<file path="config.mk">
export PLATFORM = sky130hd
export DESIGN_NAME = async_tx_framer
export DESIGN_NICKNAME = d
export VERILOG_FILES = /design/src/rtl/atx_pkg.sv /design/src/rtl/atx_clk_edge.sv /design/src/rtl/atx_holding.sv /design/src/rtl/atx_bit_timer.sv /design/src/rtl/async_tx_framer.sv
export SDC_FILE = /design/constraint.sdc
export NUM_CORES = 1
export LEC_CHECK = 0
export ABC_AREA = 1
export BUFFER_PORTS_ARGS = -buffer_cell sky130_fd_sc_hd__buf_2
export CORE_MARGIN = 5
export CORE_UTILIZATION = 48
export CTS_CLUSTER_DIAMETER = 200
export DETAILED_ROUTE_END_ITERATION = 8
export PLACE_DENSITY = 0.77
export SYNTH_ARGS = -nofsm -noshare
export SYNTH_HDL_FRONTEND = slang
export SYNTH_SLANG_ARGS = --single-unit
</file>
<file path="constraint.sdc">
create_clock -name clk -period 3.8 [get_ports clk]
set_clock_uncertainty 0.1 [all_clocks]
set_input_delay 0.19 -clock clk [delete_from_list [all_inputs] [get_ports clk]]
set_output_delay 0.19 -clock clk [all_outputs]
set_load 0.02 [all_outputs]
</file>
<file path="src/rtl/atx_pkg.sv">
package atx_pkg;
    localparam int CHAR_W   = 8;
    localparam int MIN_BITS = 5;

    typedef enum logic [2:0] {
        ST_IDLE,
        ST_START,
        ST_DATA,
        ST_PARITY,
        ST_STOP
    } tx_state_e;

    typedef struct packed {
        logic [1:0] dlen;
        logic       pen;
        logic [1:0] stop;
        logic [1:0] baud;
    } frame_cfg_t;
endpackage

</file>
<file path="src/rtl/atx_clk_edge.sv">
module atx_clk_edge #(
    parameter int SYNC_STAGES = 2
) (
    input  logic clk,
    input  logic rst_n,
    input  logic txc_i,
    output logic fall_o
);
    logic [SYNC_STAGES:0] sh_q;

    always_ff @(posedge clk or negedge rst_n) begin
        if (!rst_n) sh_q <= '1;
        else        sh_q <= {sh_q[SYNC_STAGES-1:0], txc_i};
    end

    assign fall_o = sh_q[SYNC_STAGES] & ~sh_q[SYNC_STAGES-1];

    // one tick per falling edge of the bit clock
    p_tick_single_r5: assert property (@(posedge clk) disable iff (!rst_n)
        fall_o |=> !fall_o);
endmodule

</file>
<file path="src/rtl/atx_holding.sv">
module atx_holding #(
    parameter int DW = 8
) (
    input  logic          clk,
    input  logic          rst_n,
    input  logic          wr_i,
    input  logic [DW-1:0] wdata_i,
    input  logic          take_i,
    output logic          full_o,
    output logic [DW-1:0] data_o
);
    logic          full_q;
    logic [DW-1:0] data_q;

    always_ff @(posedge clk or negedge rst_n) begin
        if (!rst_n) begin
            full_q <= 1'b0;
            data_q <= '0;
        end else if (take_i) begin
            full_q <= 1'b0;
        end else if (wr_i && !full_q) begin
            full_q <= 1'b1;
            data_q <= wdata_i;
        end
    end

    assign full_o = full_q;
    assign data_o = data_q;

    p_take_full_r11: assert property (@(posedge clk) disable iff (!rst_n)
        take_i |-> full_q);
    p_hold_keep_r11: assert property (@(posedge clk) disable iff (!rst_n)
        (full_q && !take_i) |=> (full_q && $stable(data_q)));
endmodule

</file>
<file path="src/rtl/atx_bit_timer.sv">
module atx_bit_timer #(
    parameter int CNT_W = 8
) (
    input  logic             clk,
    input  logic             rst_n,
    input  logic             tick_i,
    input  logic             clear_i,
    input  logic [CNT_W-1:0] len_i,
    output logic             done_o
);
    logic [CNT_W-1:0] cnt_q;

    assign done_o = tick_i && (cnt_q == len_i - CNT_W'(1));

    always_ff @(posedge clk or negedge rst_n) begin
        if (!rst_n)      cnt_q <= '0;
        else if (clear_i) cnt_q <= '0;
        else if (tick_i)  cnt_q <= done_o ? '0 : cnt_q + CNT_W'(1);
    end

    p_cnt_in_bit_r5: assert property (@(posedge clk) disable iff (!rst_n)
        !clear_i |-> (cnt_q < len_i));
endmodule

</file>
<file path="src/rtl/async_tx_framer.sv">
module async_tx_framer
    import atx_pkg::*;
#(
    parameter int DIV_MID     = 16,
    parameter int DIV_HI      = 64,
    parameter int SYNC_STAGES = 2
) (
    input  logic              clk,
    input  logic              rst_n,
    input  logic              txc_i,
    input  logic [1:0]        baud_sel_i,
    input  logic [1:0]        data_len_i,
    input  logic              par_en_i,
    input  logic              par_odd_i,
    input  logic [1:0]        stop_sel_i,
    input  logic              cts_i,
    input  logic              tx_en_i,
    input  logic              brk_i,
    input  logic              wr_i,
    input  logic [CHAR_W-1:0] wdata_i,
    output logic              txd_o,
    output logic              tx_rdy_o,
    output logic              tx_empty_o
);
    localparam int CNT_W = $clog2(2 * DIV_HI + 1);
    localparam int IDX_W = $clog2(CHAR_W);

    tx_state_e         state_q, state_d;
    frame_cfg_t        cfg_q;
    logic [CHAR_W-1:0] shift_q, hold_data;
    logic [IDX_W-1:0]  idx_q, last_idx;
    logic              par_q, hold_full, tick, bit_done, can_start, load, line;
    logic [CNT_W-1:0]  factor, bit_len;

    function automatic logic [CNT_W-1:0] factor_of(input logic [1:0] sel);
        case (sel)
            2'd0:    return CNT_W'(1);
            2'd1:    return CNT_W'(DIV_MID);
            default: return CNT_W'(DIV_HI);
        endcase
    endfunction

    function automatic logic parity_of(input logic [CHAR_W-1:0] d,
                                       input logic [1:0] len, input logic odd);
        logic p;
        p = odd;
        for (int i = 0; i < CHAR_W; i++)
            if (i < MIN_BITS + int'(len)) p = p ^ d[i];
        return p;
    endfunction

    atx_clk_edge #(.SYNC_STAGES(SYNC_STAGES)) u_edge (
        .clk(clk), .rst_n(rst_n), .txc_i(txc_i), .fall_o(tick)
    );

    atx_holding #(.DW(CHAR_W)) u_hold (
        .clk(clk), .rst_n(rst_n), .wr_i(wr_i), .wdata_i(wdata_i),
        .take_i(load), .full_o(hold_full), .data_o(hold_data)
    );

    atx_bit_timer #(.CNT_W(CNT_W)) u_timer (
        .clk(clk), .rst_n(rst_n), .tick_i(tick), .clear_i(state_q == ST_IDLE),
        .len_i(bit_len), .done_o(bit_done)
    );

    assign can_start = hold_full && cts_i && tx_en_i;
    assign load      = can_start && ((state_q == ST_IDLE && tick) ||
                                     (state_q == ST_STOP && bit_done));
    assign last_idx  = IDX_W'(MIN_BITS - 1) + IDX_W'(cfg_q.dlen);
    assign factor    = factor_of(cfg_q.baud);

    always_comb begin
        bit_len = factor;
        if (state_q == ST_STOP) begin
            case (cfg_q.stop)
                2'd0:    bit_len = factor;
                2'd1:    bit_len = (cfg_q.baud == 2'd0) ? factor << 1
                                                        : factor + (factor >> 1);
                default: bit_len = factor << 1;
            endcase
        end
    end

    // next-state logic
    always_comb begin
        state_d = state_q;
        unique case (state_q)
            ST_IDLE:   if (tick && can_start) state_d = ST_START;
            ST_START:  if (bit_done) state_d = ST_DATA;
            ST_DATA:   if (bit_done && idx_q == last_idx)
                           state_d = cfg_q.pen ? ST_PARITY : ST_STOP;
            ST_PARITY: if (bit_done) state_d = ST_STOP;
            ST_STOP:   if (bit_done) state_d = can_start ? ST_START : ST_IDLE;
            default:   state_d = ST_IDLE;
        endcase
    end

    // state register
    always_ff @(posedge clk or negedge rst_n) begin
        if (!rst_n) state_q <= ST_IDLE;
        else        state_q <= state_d;
    end

    // character datapath
    always_ff @(posedge clk or negedge rst_n) begin
        if (!rst_n) begin
            shift_q <= '0;
            par_q   <= 1'b0;
            idx_q   <= '0;
            cfg_q   <= '0;
        end else if (load) begin
            shift_q    <= hold_data;
            par_q      <= parity_of(hold_data, data_len_i, par_odd_i);
            idx_q      <= '0;
            cfg_q.dlen <= data_len_i;
            cfg_q.pen  <= par_en_i;
            cfg_q.stop <= stop_sel_i;
            cfg_q.baud <= baud_sel_i;
        end else if (state_q == ST_DATA && bit_done) begin
            shift_q <= shift_q >> 1;
            idx_q   <= idx_q + IDX_W'(1);
        end
    end

    // outputs
    always_comb begin
        unique case (state_q)
            ST_START:  line = 1'b0;
            ST_DATA:   line = shift_q[0];
            ST_PARITY: line = par_q;
            default:   line = 1'b1;
        endcase
    end

    assign txd_o      = line & ~brk_i;
    assign tx_rdy_o   = !hold_full && cts_i && tx_en_i;
    assign tx_empty_o = !hold_full && (state_q == ST_IDLE);

    p_start_low_r1: assert property (@(posedge clk) disable iff (!rst_n)
        (state_q == ST_START && !brk_i) |-> !txd_o);
    p_stop_high_r4: assert property (@(posedge clk) disable iff (!rst_n)
        (state_q == ST_STOP && !brk_i) |-> txd_o);
    p_idle_mark_r6: assert property (@(posedge clk) disable iff (!rst_n)
        (state_q == ST_IDLE && !brk_i) |-> txd_o);
    p_launch_gate_r8: assert property (@(posedge clk) disable iff (!rst_n)
        (state_q == ST_START && $past(state_q) != ST_START) |-> $past(cts_i && tx_en_i));
    p_move_on_tick_r5: assert property (@(posedge clk) disable iff (!rst_n)
        (state_q != $past(state_q)) |-> $past(tick));
endmodule

</file>
# Yosys cells after proc, flatten, opt, wreduce, memory -nomap -nowiden
# Cells that the tools add are included.
# op_classes
addsub	6
n_lt_le_gt_ge	8
eq_ne	13
mux	37
n_bitwise	13
reduce_logical	23
# ops
op	count
$lt A4 B32 Y1 const A	3
$lt A3 B32 Y1 const A	2
$mux W8	7
$lt A1 B32 Y1 const A	1
$lt A2 B32 Y1 const A	1
$mux W3	8
$mux W1	18
$pmux W8 S2	1
$pmux W3 S5	1
$pmux W7 S2	1
$logic_and A1 B1 Y1	13
$ne A2 B2 Y1 const B	5
$add A7 B6 Y8	1
$add A8 B1 Y8 const B	1
$eq A8 B8 Y1	1
$sub A8 B1 Y8 const B	1
$xor A1 B1 Y1	8
$eq A3 B2 Y1 const B	2
$reduce_bool A2 Y1	3
$reduce_and A5 Y1	1
$add A3 B2 Y4 const A	1
$eq A2 B1 Y1 const B	2
$logic_not A2 Y1	2
$lt A3 B4 Y1 const A	1
12 further kinds	15
# totals
ff_bits	42
out_inout_bits	3
word_cells	112

# Logic depth before layout (Yosys ltp)
# logic_depth
depth_word	33
depth_mapped	19
mapped_depth_nobuf	18

# Cells and area by module
# A second synthesis with hierarchy kept.
# hier_totals
cells_unflattened	366
hier_area_um2	2608.8
# by_module_without_submodules
mod	instances	cells_per_inst	area_each_um2	seq_area_each_um2
async_tx_framer	1	197	1355.0	550.5
atx_bit_timer	1	126	804.5	200.2
atx_holding	1	38	360.3	225.2
atx_clk_edge	1	5	88.8	78.8

# Worst setup path before layout
# Ideal clock, no wire load.
# synth_timing
kind	register to register
start	reg state_q[0]
end	reg idx_q[2]
t_arrival_ns	2.070
path_slack_ns	1.517
path_stages_with_launch	20
n_path_buf	1
path_cell_list	dfrtp_1 inv_2 nand2_4 nor2_8 nand2_2 ha_1 inv_1 nand2_1 nand2_1 a21oi_1 nand2_1 nor2_1 nand2_1 nor2_4 nand3_2 nand2_4 buf_6 inv_2 nand2_1 nor2_2
# synth_via
elab_chain_cells	9
elab_cells_between_ends	14
classes_between	1 x add/sub; 3 x eq/ne; 2 x mux; 8 x reduce/logical
# synth_rtl
item	line	text
start, declared	async_tx_framer.sv:28	tx_state_e state_q, state_d;
start signal, assigned	async_tx_framer.sv:101	else state_q <= state_d;
$eq A3 B3 Y1	async_tx_framer.sv:68, async_tx_framer.sv:74	
$mux W8	async_tx_framer.sv:74	if (state_q == ST_STOP) begin
$sub A8 B1 Y8	atx_bit_timer.sv:13	assign done_o = tick_i && (cnt_q == len_i - CNT_W'(1));
$eq A8 B8 Y1	atx_bit_timer.sv:13	
$logic_and A1 B1 Y1	atx_bit_timer.sv:13	
$logic_and A1 B1 Y1	async_tx_framer.sv:68	(state_q == ST_STOP && bit_done));
$logic_or A1 B1 Y1	async_tx_framer.sv:67	assign load = can_start && ((state_q == ST_IDLE && tick) ||
$logic_and A1 B1 Y1	async_tx_framer.sv:67	
$mux W3 / $reduce_bool A2 Y1 (equally long branches)	n/a	
end signal, assigned	async_tx_framer.sv:121	idx_q <= idx_q + IDX_W'(1);
end, declared	async_tx_framer.sv:31	logic [IDX_W-1:0] idx_q, last_idx;
# Parallel ways exist; a longest one is shown, timed or not.
# A chain may end at the register's enable or synchronous reset.

# Worst setup path in the final report
# layout_timing
start	reg state_q[0]
end	reg shift_q[2]
# layout_via
elab_chain_cells	9
elab_cells_between_ends	14
classes_between	1 x add/sub; 3 x eq/ne; 2 x mux; 8 x reduce/logical
# layout_rtl
item	line	text
$eq A3 B3 Y1	async_tx_framer.sv:68, async_tx_framer.sv:74	
$mux W8	async_tx_framer.sv:74	
$sub A8 B1 Y8	atx_bit_timer.sv:13	
$eq A8 B8 Y1	atx_bit_timer.sv:13	
$logic_and A1 B1 Y1	atx_bit_timer.sv:13	
$logic_and A1 B1 Y1	async_tx_framer.sv:68	
$logic_or A1 B1 Y1	async_tx_framer.sv:67	
$logic_and A1 B1 Y1	async_tx_framer.sv:67	
$mux W8 / $reduce_bool A2 Y1 (equally long branches)	n/a	
end signal, assigned	async_tx_framer.sv:112	shift_q <= hold_data;
end signal, assigned	async_tx_framer.sv:120	shift_q <= shift_q >> 1;
end, declared	async_tx_framer.sv:30	logic [CHAR_W-1:0] shift_q, hold_data;
# Parallel ways exist; a longest one is shown, timed or not.

==> results <==
- The flow ran to the end, and the final reports show no timing, DRC or antenna violations.
- The count of synthesis-stage warnings from yosys is 0.
- The overall track demand over capacity in global routing is 0.171.
- Tracing the worst setup path back leads to its startpoint at state_q[0].
- The final-layout fill cell count is 418.
- The instance count of the mapped netlist is 284.
- The net count of the finished layout is 350.
- The cell family contributing the most delay on the critical path is simple AND/OR/NAND/NOR gates.
- In the layout the commonest cells are nand2_1 (69), dfrtp_1 (39), inv_1 (31).
- Yosys attributes the largest share of cell area to dfrtp_1 (41%), nand2_1 (11%), inv_1 (4.9%).
- The part of the Yosys area used for sequential elements is 0.442.
- The number of violations reported at the end of detailed-routing iteration 0 is about 80.
- The clock period could shrink to ~2.6 ns.
- The commonest non-fill, non-tap cell in the layout is nand2_1.
- Counting instances, the worst hold path has a depth of 3.
- Detailed placement ended at an HPWL of between 3000 and 4000 um.
- The buffer cell driving the clock tree root is clkbuf_8.
- The share of synthesized area in the top cell type comes to 0.409.
- The cell-internal power is 0.711 mW.
- Clock latency on the worst-skew pair, taken at its later pin, is a little over 0.3 ns.
- The aggregate routed wire length is 4800 um.
- Across all setup checks in the final design, the least slack found is 1.19 ns.
- The hold violation total from the final report is 0.
- The CTS tree is yes.
- For the final routed database, the setup TNS stands at 0 ns.
- IR analysis of the VDD net gives a maximum drop of between 200 and 300 uV.
- The number of diodes added for antenna fixing is 0.
- The worst hold path terminates at cfg_q[2].
- Of the cells placed in the final design, the portion with a size suffix greater than 1 is 0.231.
- After floorplanning, the core was divided into 25 placement rows.
- CTS saw 42 sinks.
- The growth of design area from synthesis to finish is 16.8%.
- The post-layout total power is approximately 0.96 mW.
- The critical path goes through inv_2 -> nand2_4 -> nor2_8 -> nand2_2 -> ha_1 -> inv_1 -> nand2_1 -> nand2_1 -> a21oi_1 -> nand2_1 -> nor2_1 -> nand2_1 -> nor2_4 -> nand3_2 -> inv_2 -> nor2_4 -> nand2_1 -> nand2_1.
- In the routed design, unresolved DRC markers number 0.
- The synthesized netlist occupies a cell area of between 0.002 and 0.0025 sq mm.
- The launch point of the worst reg-to-reg path is state_q[0].
- dfrtp_1 takes more of the synthesized area than any other cell.
- The total number of H-tree levels is 2.
- Entering global routing, the biggest net connects 43 pins.
- The clock-pin slew on the worst setup and hold paths is ~0.08 ns.
- The die covers 0.00648 sq mm.
- The clock passes through at most 2 buffers.
- The sort of element at the start of the critical path is a flop.
- The post-detailed-placement cell area is roughly 0.0026 sq mm.
- The area of the core is 0.00479 sq mm.
- The placement-stage worst setup slack is 1.20 ns.
- The critical path's most frequent cell is nand2_1.
- The final number of setup-violating endpoints is 0.
- In this run the register-to-register setup slack is ~1.2 ns.
- The power spent charging and discharging nets is ~0.24 mW.
- The end of the worst register-to-register path is shift_q[2].
- The die height is a little over 80 um.
- The share of total power dissipated in combinational logic is 0.101.
- The congestion estimate from routability-driven global placement came to between 0.8 and 0.9.
- For this run, the leading register cell type out of synthesis is dfrtp_1.
- The static power due to leakage is between 1 and 1.5 nW.
- Summed over all layers, the global routing overflow is 0.
- For this configuration, the core starts out at a cell density of 0.499.
- The max capacitance violation total is 0.
- For the pin with the worst max-slew slack, the measured transition is around 0.94 ns.
- The number of buffers and inverters on the critical path is 3.
- Power spread over the standard cell area amounts to about 340 mW/mm^2.
- The mean area per synthesized cell is about 8.4 sq um.
- The largest individual stage delay along the critical path comes from the cell dfrtp_1.
- Input and output buffers added on the ports amount to 25.
- The vias after detailed routing is 1929.
- The type of element capturing the critical path is a flop.
- The average via count per standard cell is 4.92.
- The worst min-delay path startpoint is stop_sel_i[0].
- The clock share of power is 0.382.
- Of the total power, the share spent switching nets is 0.256.
- By startpoint and endpoint, the worst setup path is classified as reg -> reg.
- The horizontal extent of the die is 80.5 um.
- The part of the cycle the worst path needs is 0.687.
- In this design, the stage delay of the slowest critical-path cell is about 0.44 ns.
- The path class of the lowest-slack min-delay path is in -> reg.
- In this run the worst path has a maximum fanout of 11.
- The via count of the first global-routing pass is roughly 1900.
- Measured against its own limit, the worst slew margin works out to 0.373.
- The share of total power dissipated in sequential elements is 0.517.
- The first global-routing pass estimated between 8000 and 9000 um of wire.
- Setup repair after global routing left no endpoint under its margin.
- STA puts the critical path data arrival time at approximately 2.7 ns.
- Counting flops with an async set or reset pin after synthesis yields a share of 1.00.
- The hold-fix buffer count after cts is 11.
- The number of storage elements in the synthesis netlist is 42.
- After detailed routing, the average wire length per cell comes to ~12 um.
- The number of cells upsized or downsized after cts is 0.
- The netlist uses 34 different library cells.
- The detail route stage leaves a number of antenna-violating nets equal to 0.
- Yosys mapped a number of flops with a built-in enable equal to 0.
- The number of antenna violations at the first check in global routing was 0.
- STA puts the critical path data required time at 3.89 ns.
- The count of final max-slew check failures is 0.
- The net count after synthesis is a little over 300.
- The iteration count of the initial detailed-routing pass is 4.
- Based on the critical path, the design can be clocked at up to between 300 and 400 MHz.
- The buffers inserted during post-CTS setup optimization is 0.
- The I/O pin total is 26.
- The worst register-to-register path has a depth of 18.
- The number of clock buffers added by TritonCTS is 5.
- The post-route standard cell area excluding fillers is 0.00279 sq mm.
- At the end of the flow the core is filled with cells to 0.582.
## synthesized netlist by cell type, types with 2 or more instances
| cell | n |
|---|---|
| nor3_1 | 5 |
| dfstp_2 | 3 |
| nand3_1 | 16 |
| nand2_1 | 69 |
| o21ai_0 | 8 |
| dfrtp_1 | 39 |
| xor2_1 | 13 |
| nor2_4 | 2 |
| inv_1 | 31 |
| nand3_2 | 5 |
| xnor2_1 | 3 |
| a21oi_1 | 12 |
| nor2_2 | 4 |
| nand2_4 | 2 |
| buf_6 | 3 |
| nor2_1 | 21 |
| inv_2 | 8 |
| o21ai_1 | 6 |
| o22ai_1 | 5 |
| nand4_1 | 2 |
| mux2_2 | 8 |
| nand2_2 | 5 |
| ha_1 | 3 |
## worst register-to-register path, delay by kind of cell, from the launching register on
kind            cells  cell delay, ns
compound gates      1            0.11
fa+ha+maj           1            0.29
buf+inv             3            0.35
flops               1            0.44
simple gates       13            1.20
## flip-flops by register name (all words and copies together), names as in the netlist
| signal | cells |
|---|---|
| shift_q | 8 |
| u_hold.data_o | 8 |
| u_timer.cnt_q | 8 |
| cfg_q | 7 |
| idx_q | 3 |
| state_q | 3 |
| u_edge.sh_q | 3 |
| par_q | 1 |
| u_hold.full_o | 1 |
## power by group through the flow
| stage | Clock (mW) | Sequential [mW] | Combinational [mW] |
|---|---|---|---|
| final | 0.365 | 0.495 | 0.0962 |
| after global routing | 0.393 | 0.499 | 0.113 |
| after CTS | 0.373 | 0.494 | 0.0970 |
| after detailed placement | 0 | 0.503 | 0.0883 |
| after global placement | 0 | 0.503 | 0.0853 |
| after floorplan | 0 | 0.497 | 0.0572 |
## area by class of cell
class                   instances  area, sq um  share of cell area
clock buffers                   5         68.8              0.0247
flip-flops and latches         42         1050               0.378
well taps                      67         83.8              0.0301
multi-input cells             198         1140               0.408
clock inverters                 3         43.8              0.0157
inverters                      40          153              0.0548
repair buffers                 37          245              0.0880
## routing by layer
layer,GRT usage,vias to the layer above,part of all wire
met5,0,-,0
met4,0.0574,0,0.019
met3,0.0516,11,0.043
met2,0.262,39,0.46
met1,0.229,894,0.48
li1,-,985,-
## cells by family after synthesis
| family | Yosys count | share of synthesized area |
|---|---|---|
| adders and majority gates | 3 | 0.0157 |
| AOI/OAI and AO/OA | 38 | 0.0949 |
| DFF | 42 | 0.442 |
| xor gates and xnor gates | 16 | 0.0587 |
| buffers and inverters | 44 | 0.0812 |
| muxes | 8 | 0.0377 |
| and+or+nand+nor | 133 | 0.270 |
## worst max path at each step
stage          slack, ns    endpoint  cells after the start
2_1_floorplan       1.52    idx_q[2]                     19
3_3_place_gp        1.26  shift_q[5]                     18
3_5_place_dp        1.20  shift_q[4]                     18
4_1_cts             1.19  shift_q[2]                     18
5_1_grt             0.93  shift_q[2]                     18
6_report            1.19  shift_q[2]                     18
## per-stage QoR
stage,instances,hold slack [ns]
final,392,0.00811
after global routing,392,0.00323
after CTS,391,0.0000935
after detailed placement,372,0.198
after global placement,372,0.196
after floorplan,284,-0.206
(Power assumes the default switching activity.)
